[src/rtl/jmp_pkg.sv]
package jmp_pkg;
  localparam int CODE_W = 3;
  localparam int CODE_N = 1 << CODE_W;

  typedef enum logic [CODE_W-1:0] {
    CC_ZCLR = 3'd0,
    CC_ZSET = 3'd1,
    CC_CCLR = 3'd2,
    CC_CSET = 3'd3,
    CC_NSET = 3'd4,
    CC_GE   = 3'd5,
    CC_LT   = 3'd6,
    CC_AL   = 3'd7
  } cond_e;
endpackage

[src/rtl/jmp_decode.sv]
module jmp_decode
  import jmp_pkg::*;
#(
  parameter int WORD_W  = 16,
  parameter int OFS_W   = 10,
  parameter int FMT_W   = 3,
  parameter int FMT_VAL = 1
) (
  input  logic [WORD_W-1:0] instr,
  output logic              is_jump,
  output cond_e             code,
  output logic [WORD_W-1:0] disp
);
  localparam int EXT_W = WORD_W - OFS_W - 1;

  function automatic logic [WORD_W-1:0] byte_disp(input logic [OFS_W-1:0] w);
    return {{EXT_W{w[OFS_W-1]}}, w, 1'b0};
  endfunction

  assign is_jump = (instr[WORD_W-1 -: FMT_W] == FMT_VAL[FMT_W-1:0]);
  assign code    = cond_e'(instr[OFS_W +: CODE_W]);
  assign disp    = byte_disp(instr[OFS_W-1:0]);
endmodule

[src/rtl/jmp_cond_eval.sv]
module jmp_cond_eval
  import jmp_pkg::*;
#(
  parameter int WORD_W = 16,
  parameter int C_BIT  = 0,
  parameter int Z_BIT  = 1,
  parameter int N_BIT  = 2,
  parameter int V_BIT  = 8
) (
  input  logic [WORD_W-1:0] status,
  input  cond_e             code,
  output logic              pass
);
  logic fc, fz, fn, fv;
  logic [CODE_N-1:0] hit;

  assign fc = status[C_BIT];
  assign fz = status[Z_BIT];
  assign fn = status[N_BIT];
  assign fv = status[V_BIT];

  for (genvar i = 0; i < CODE_N; i++) begin : g_cc
    if (i == int'(CC_ZCLR))      begin : g_zc assign hit[i] = ~fz;       end
    else if (i == int'(CC_ZSET)) begin : g_zs assign hit[i] = fz;        end
    else if (i == int'(CC_CCLR)) begin : g_cc0 assign hit[i] = ~fc;      end
    else if (i == int'(CC_CSET)) begin : g_cs assign hit[i] = fc;        end
    else if (i == int'(CC_NSET)) begin : g_ns assign hit[i] = fn;        end
    else if (i == int'(CC_GE))   begin : g_ge assign hit[i] = ~(fn ^ fv); end
    else if (i == int'(CC_LT))   begin : g_lt assign hit[i] = fn ^ fv;   end
    else                         begin : g_al assign hit[i] = 1'b1;      end
  end

  assign pass = hit[code];
endmodule

[src/rtl/jmp_target.sv]
module jmp_target #(
  parameter int WORD_W = 16
) (
  input  logic [WORD_W-1:0] pc_inc,
  input  logic [WORD_W-1:0] disp,
  input  logic              take,
  output logic [WORD_W-1:0] next_pc
);
  function automatic logic [WORD_W-1:0] wrap_add(input logic [WORD_W-1:0] a,
                                                 input logic [WORD_W-1:0] b);
    return a + b;
  endfunction

  assign next_pc = take ? wrap_add(pc_inc, disp) : pc_inc;
endmodule

[src/rtl/jmp_unit.sv]
module jmp_unit
  import jmp_pkg::*;
#(
  parameter int WORD_W  = 16,
  parameter int OFS_W   = 10,
  parameter int FMT_W   = 3,
  parameter int FMT_VAL = 1,
  parameter int C_BIT   = 0,
  parameter int Z_BIT   = 1,
  parameter int N_BIT   = 2,
  parameter int V_BIT   = 8
) (
  input  logic              clk,
  input  logic              rst_n,
  input  logic              in_valid,
  input  logic [WORD_W-1:0] instr,
  input  logic [WORD_W-1:0] status,
  input  logic [WORD_W-1:0] pc_inc,
  output logic              out_valid,
  output logic              out_is_jump,
  output logic              out_taken,
  output logic [WORD_W-1:0] out_next_pc
);
  // named internal events
  logic              jump_hit;
  cond_e             cond_code;
  logic [WORD_W-1:0] disp;
  logic              cond_pass;
  logic              take_now;
  logic [WORD_W-1:0] target_pc;
  logic              status_unused;

  assign status_unused = ^status;

  jmp_decode #(.WORD_W(WORD_W), .OFS_W(OFS_W), .FMT_W(FMT_W), .FMT_VAL(FMT_VAL)) dec_i (
    .instr   (instr),
    .is_jump (jump_hit),
    .code    (cond_code),
    .disp    (disp)
  );

  jmp_cond_eval #(.WORD_W(WORD_W), .C_BIT(C_BIT), .Z_BIT(Z_BIT),
                  .N_BIT(N_BIT), .V_BIT(V_BIT)) cond_i (
    .status (status),
    .code   (cond_code),
    .pass   (cond_pass)
  );

  assign take_now = jump_hit & cond_pass;

  jmp_target #(.WORD_W(WORD_W)) tgt_i (
    .pc_inc  (pc_inc),
    .disp    (disp),
    .take    (take_now),
    .next_pc (target_pc)
  );

  always_ff @(posedge clk or negedge rst_n) begin
    if (!rst_n) begin
      out_valid   <= 1'b0;
      out_is_jump <= 1'b0;
      out_taken   <= 1'b0;
      out_next_pc <= '0;
    end else begin
      out_valid <= in_valid;
      if (in_valid) begin
        out_is_jump <= jump_hit;
        out_taken   <= take_now;
        out_next_pc <= target_pc;
      end
    end
  end

  // a fresh result follows every accepted input
  a_r2_valid_follows: assert property (@(posedge clk) disable iff (!rst_n)
    in_valid |=> out_valid);
  // idle cycles leave the result untouched
  a_r2_hold: assert property (@(posedge clk) disable iff (!rst_n)
    !in_valid |=> ($stable(out_next_pc) && $stable(out_taken) && !out_valid));
  // a word outside the jump format never branches
  a_r3_nonjump_untaken: assert property (@(posedge clk) disable iff (!rst_n)
    !jump_hit |-> !take_now);
  // a branch moves the PC by an even distance
  a_r6_even_delta: assert property (@(posedge clk) disable iff (!rst_n)
    take_now |-> ((target_pc[0] ^ pc_inc[0]) == 1'b0));
  // untaken results carry the incremented PC
  a_r7_untaken_pc: assert property (@(posedge clk) disable iff (!rst_n)
    (in_valid && !take_now) |=> (out_next_pc == $past(pc_inc)));
  // the unconditional code always branches in jump format
  a_r4_always: assert property (@(posedge clk) disable iff (!rst_n)
    (jump_hit && cond_code == CC_AL) |-> take_now);
  // the two signed codes are complementary for the same flags
  a_r5_signed_pair: assert property (@(posedge clk) disable iff (!rst_n)
    (jump_hit && (cond_code == CC_GE || cond_code == CC_LT)) |->
      (take_now == ((cond_code == CC_GE) ~^ (status[N_BIT] ~^ status[V_BIT]))));
endmodule

[config.mk]
export PLATFORM = sky130hd
export DESIGN_NAME = jmp_unit
export DESIGN_NICKNAME = d
export VERILOG_FILES = /design/src/rtl/jmp_pkg.sv /design/src/rtl/jmp_decode.sv /design/src/rtl/jmp_cond_eval.sv /design/src/rtl/jmp_target.sv /design/src/rtl/jmp_unit.sv
export SDC_FILE = /design/constraint.sdc
export NUM_CORES = 1
export LEC_CHECK = 0
export CORE_UTILIZATION = 40
export DETAILED_ROUTE_END_ITERATION = 8
export HOLD_SLACK_MARGIN = 0.1
export PLACE_DENSITY = 0.77
export SYNTH_ARGS = -nofsm -noshare
export SYNTH_HDL_FRONTEND = slang
export SYNTH_SLANG_ARGS = --single-unit
[constraint.sdc]
create_clock -name clk -period 0.8 [get_ports clk]
set_input_delay 0.16 -clock clk [delete_from_list [all_inputs] [get_ports clk]]
set_output_delay 0.16 -clock clk [all_outputs]
set_load 0.03 [all_outputs]
# --- Yosys cells after proc, flatten, opt, wreduce, memory -nomap -nowiden ---
# Index checks and enable logic that the tools add are counted.
# Widths: inputs -> output; s select.
totals:
  wordCells: 15
  reg_bits: 19
op_classes:
  n_eq_ne: 1
  order_cmp: 1
  bitwise: 5
  mux: 3
  n_addsub: 1
op_table:
  columns: ["operator", "n"]
  rows:
  - ["$add 16x16->16", 1]
  - ["$mux 16", 1]
  - ["$lt 3x4->1 const B", 1]
  - ["$bmux 1 s3", 1]
  - ["$eq 3x1->1 const B", 1]
  - ["$not 1->1", 3]
  - ["$and 1x1->1", 1]
  - ["$mux 1", 1]
  - ["$xor 1x1->1", 1]

# --- Longest topological paths before layout ---
logic_depth:
  ltp_word: 6
  mapped_depth: 9
  depth_no_buf: 9

# --- Hierarchy ---
# A second synthesis with hierarchy kept.
hier_totals:
  hier_cells: 185
  hier_area_um2: 1951.9
by_module_without_submodules:
  columns: ["module", "seq_area_each_um2", "cells_per_inst", "instances", "area_per_inst_um2"]
  rows:
  - ["jmp_target", 0.0, 115, 1, 962.2]
  - ["jmp_unit", 475.5, 40, 1, 753.2]
  - ["jmp_decode", 0.0, 21, 1, 158.9]
  - ["jmp_cond_eval", 0.0, 9, 1, 77.6]

# --- Worst setup path after synthesis ---
# No wires, ideal clock.
synth_path:
  kind: "in2reg"
  from: "input instr[0]"
  to: "register out_next_pc[9]"
  n_path_buf: 0
  cell_stages: 9
  path_slack_ns: -1.166
  arrival_ns: 1.882
  required_time_ns: 0.716
  setup_ns: 0.084
  path_cell_list: "ha_1 inv_1 fa_1 nor2b_1 o21ba_2 o31a_1 nor3_1 or4_4 a41oi_2"
synth_between:
  elab_chain_len: 2
synth_lines:
  columns: ["element", "line_no", "text"]
  rows:
  - ["start: declaration", "jmp_unit.sv:16", "input logic [WORD_W-1:0] instr,"]
  - ["$add 16x16->16", "jmp_target.sv:11", "return a + b;"]
  - ["$mux 16", "jmp_target.sv:14", "assign next_pc = take ? wrap_add(pc_inc, disp) : pc_inc;"]
  - ["end signal: assignment", "jmp_unit.sv:69", "out_next_pc <= target_pc;"]
  - ["end: declaration", "jmp_unit.sv:22", "output logic [WORD_W-1:0] out_next_pc"]
# No other way between the ends.
# A chain may end at the register's enable or synchronous reset.

# --- Final worst setup path ---
layout_path:
  from: "input instr[3]"
  to: "register out_next_pc[8]"
# The elaborated chain is that of the path after synthesis.

==> results summary <==
The run finished, with violations left. The final reports fail on negative setup slack. At the end of routability-driven placement, the weighted congestion stood at 0.863. sky130_fd_sc_hd__dfrtp_1 takes more of the synthesized area than any other cell. The post-detailed-route count of antenna-violating nets came out at 0.

The min-delay analysis places its worst path in the category in -> reg. For this run, design rule violations remaining after detail routing come to 0. The overall power of the completed layout came out at 4.40 mW. The clock arrives with 0 ps of skew. The net count of the mapped netlist is 273. The per-cell via count in the routed design is 6.26.

Counting stages on the worst path, the most repeated cell is sky130_fd_sc_hd__buf_6. The initial cell density of the core is 43.4%. After detailed routing, the average wire length per cell comes to 22.1 µm. The CTS sink count came out at 19. Tracing the worst setup path back leads to its startpoint at instr[3]. The length of the first detailed-routing pass in iterations came out at 5. Max-cap violations in this run came to 0.

The hold-critical path depth is 3. Summing the sequential cell areas from Yosys gives 28.8% of the chip area. The part of the cycle the worst path needs came out at 219%. For this design, the slowest cell found on the critical path is sky130_fd_sc_hd__o31a_1.

The most used flip-flop cell after synthesis is sky130_fd_sc_hd__dfrtp_1. The clock transition at the registers of the reported paths is 80 ps. The diode insertion count for antenna repair came out at 0. The number of enable flip-flop cells after synthesis is 0. The wire length reported by the detailed router is 8670 µm. The proportion of netlist area held by the largest area contributor came out at 28.8%.

The hold violation count in the final report was 0. The number of hold buffers added after CTS was 0. Along the worst path, the maximum fanout reaches 3. The level count of the clock H-tree is 1. The core area is 3800 µm².

The global-route total usage across every layer came out at 37.5%. The aggregate global routing overflow is 0. The endpoint identified for the worst register-to-register timing path is out_next_pc[14]. The largest vdd supply drop came out at 1190 µV. The library cell used as clock root buffer is sky130_fd_sc_hd__clkbuf_8.

TritonCTS built the clock tree. The critical path required time is 1000 ps. The post-synthesis cell area is 1650 µm². The count of final setup violators came out at 35.

In this run the critical register-to-register path is launched from out_next_pc[14]. STA classifies the critical path endpoint as a register. The post-route minimum period came out at 1750 ps. The area growth from synthesis to layout is 116%. The most instantiated library cell after synthesis is sky130_fd_sc_hd__nand2_1.

After legalization and detailed placement, the total HPWL measured 4140 µm. The worst slew margin relative to its limit came out at 78.4%. The leakage power is 1.59 nW. The insertion delay to the later sink of the worst-skew pair is 260 ps. The area occupied by multi-input gates is 1650 µm². Counting flops with an async set or reset pin after synthesis yields a share of 100%. For this run, the slowest stage of the critical path takes 300 ps.

The number of slew-limit violations in the final report is 0. The maximum buffer depth of the clock tree came out at 2. The count of non-filler cells in the finished layout is 392. The die is 66.2 µm wide. The critical path contains buffers and inverters numbering 3 combined.

Timing would allow up to 570 MHz. The floorplan die height is 66.2 µm. The fraction of layout instances using a drive strength above 1 is 61.0%. The startpoint of the most critical hold path is pc_inc[4]. The number of port buffers came out at 57. Including well taps, the total number of placed cells is 354. Setup repair after global routing could not meet its margin everywhere.

The row count came out at 22. The number of antenna violations at the first check in global routing is 0. The cell area power density came out at 1240 nW/µm². The total via count in the routed design came out at 2455. The first-iteration detailed-routing DRC count came out at 268.

By area the synthesized netlist is led by sky130_fd_sc_hd__dfrtp_1 29%, sky130_fd_sc_hd__ha_1 11%, sky130_fd_sc_hd__nand2_1 5.7%. The net count reported at finish came out at 411. The total of warnings raised by yosys came out at 0. The worst reg-to-reg path cell count came out at 3. The number of top-level pins is 70. The maximum number of pins on one net before global-route repair is 20. The synthesized area per cell came out at 7.97 µm². The flip-flop and latch count after synthesis came out at 19. In this design, the largest share of critical-path delay is due to compound AO/OA/AOI/OAI gates.

The arrival time reported for the critical path endpoint is 1950 ps. The footprint of the flip-flops and latches is 477 µm². By count the netlist is led by 25 x sky130_fd_sc_hd__nand2_1, 23 x sky130_fd_sc_hd__nor2_1, 19 x sky130_fd_sc_hd__dfrtp_1. The setup slack of the worst register-to-register path is -170 ps. The via count of the first global-routing pass is 2538.

The category of the worst setup path launch point is an input pin. The floorplan step defined a die boundary enclosing 4380 µm². In this run, distinct cell masters in the synthesized netlist total 43. The final critical-path setup slack came out at -954 ps. The critical path goes through buf_6, ha_4, buf_6, a21o_1, a21oi_4, a21oi_4, buf_6, o21a_1, o31a_1, a21oi_2. The post-synthesis instance total is 207. The worst setup path is of the in -> reg kind. The filler cell count came out at 124.

Counting the buffers created by CTS gives 3. The end point of the most critical hold path is out_next_pc[4]. The global-route wire length before repair is 12300 µm. For the pin with the worst max-slew slack, the measured transition is 320 ps.
[layer usage]
metal / up-vias / GRT usage [%] / share of wire (%)
met5: - / 0 / 0
met4: 0 / 20.7 / 5.8
met3: 62 / 7.07 / 7.1
met2: 189 / 67.9 / 50
met1: 1173 / 40.5 / 37
li1: 1031 / - / -
[state kept, by name, indices dropped and copies added (netlist names)]
signal / count
out_next_pc: 16
out_is_jump: 1
out_taken: 1
out_valid: 1
[worst max-delay path by stage]
stage,to,slack (ps),cells after the start
global route,out_next_pc[8],-960,10
detailed placement,out_next_pc[9],-1660,10
CTS,out_next_pc[9],-900,10
floorplan,out_next_pc[9],-1040,9
global placement,out_next_pc[9],-1600,10
finish,out_next_pc[8],-950,10
[area by class of cell]
class                   instances  area share (%)
clock buffers                   4            1.27
inverters                       9            1.02
multi-input cells             171            46.3
flip-flops and latches         19            13.4
well taps                      48            1.69
repair buffers                141            36.3
[power by group]
| part | total, mW | internal [mW] | switching, mW | leakage, nW |
|---|---|---|---|---|
| logic | 2.55 | 1.29 | 1.25 | 1.35 |
| registers | 1.14 | 1.06 | 0.0823 | 0.223 |
| clock network | 0.717 | 0.355 | 0.362 | 0.0228 |
[logic make-up (layout without fill, tap and decap cells)]
family | count (synthesis) | count (layout) | share of synthesized area [%]
and+or+nand+nor | 87 | 87 | 25.5
xor gates and xnor gates | 3 | 3 | 1.59
DFF | 19 | 19 | 28.8
muxes | 6 | 6 | 3.87
adders and majority gates | 15 | 15 | 11.8
AOI/OAI and AO/OA | 60 | 60 | 24.4
buffers and inverters | 17 | 154 | 3.95
[repair_timing]
item                                    in CTS  in global routing
gates cloned                                 0                  0
pin swaps                                   58                 32
endpoints found under the setup margin      37                 37
gates resized for setup                    223                 37
buffers inserted                            30                 12
[through the flow]
stage               util, %  hold WS, ps  cell area, µm²  worst slack, ps  setup TNS (ps)
floorplan                 -         -136            1860            -1040          -11810
CTS                    90.2          158            3420             -896          -14280
detailed placement     72.7          474            2760            -1660          -24020
finish                 93.6          159            3550             -954          -15300
global route           93.6          155            3550             -964          -16090
global placement       72.7          469            2760            -1600          -23760
[placed cells by master (no fill, tap or decap), types with 4 or more instances in the layout]
master                            count
sky130_fd_sc_hd__a21o_1               5
sky130_fd_sc_hd__a21oi_1              5
sky130_fd_sc_hd__a21oi_2              8
sky130_fd_sc_hd__a21oi_4              5
sky130_fd_sc_hd__a2bb2oi_1            4
sky130_fd_sc_hd__a31oi_1              6
sky130_fd_sc_hd__and3_1               4
sky130_fd_sc_hd__buf_2                7
sky130_fd_sc_hd__buf_4               63
sky130_fd_sc_hd__buf_6               51
sky130_fd_sc_hd__buf_8                4
sky130_fd_sc_hd__clkbuf_2             4
sky130_fd_sc_hd__clkdlybuf4s50_1      4
sky130_fd_sc_hd__dfrtp_1             18
sky130_fd_sc_hd__dlygate4sd2_1        4
sky130_fd_sc_hd__ha_4                13
sky130_fd_sc_hd__inv_1                6
sky130_fd_sc_hd__nand2_1             18
sky130_fd_sc_hd__nand2_2              5
sky130_fd_sc_hd__nand3_1              5
sky130_fd_sc_hd__nor2_1              16
sky130_fd_sc_hd__nor2_2               4
sky130_fd_sc_hd__o21ai_2              5
sky130_fd_sc_hd__o31a_1               5
[worst reg2reg max path, stage by stage, from the launching register on]
cell and delay, ps:
sky130_fd_sc_hd__dfrtp_1 410, sky130_fd_sc_hd__buf_4 150, sky130_fd_sc_hd__a2bb2oi_1 200, sky130_fd_sc_hd__nand3_2 90
(Power assumes the default switching activity.)
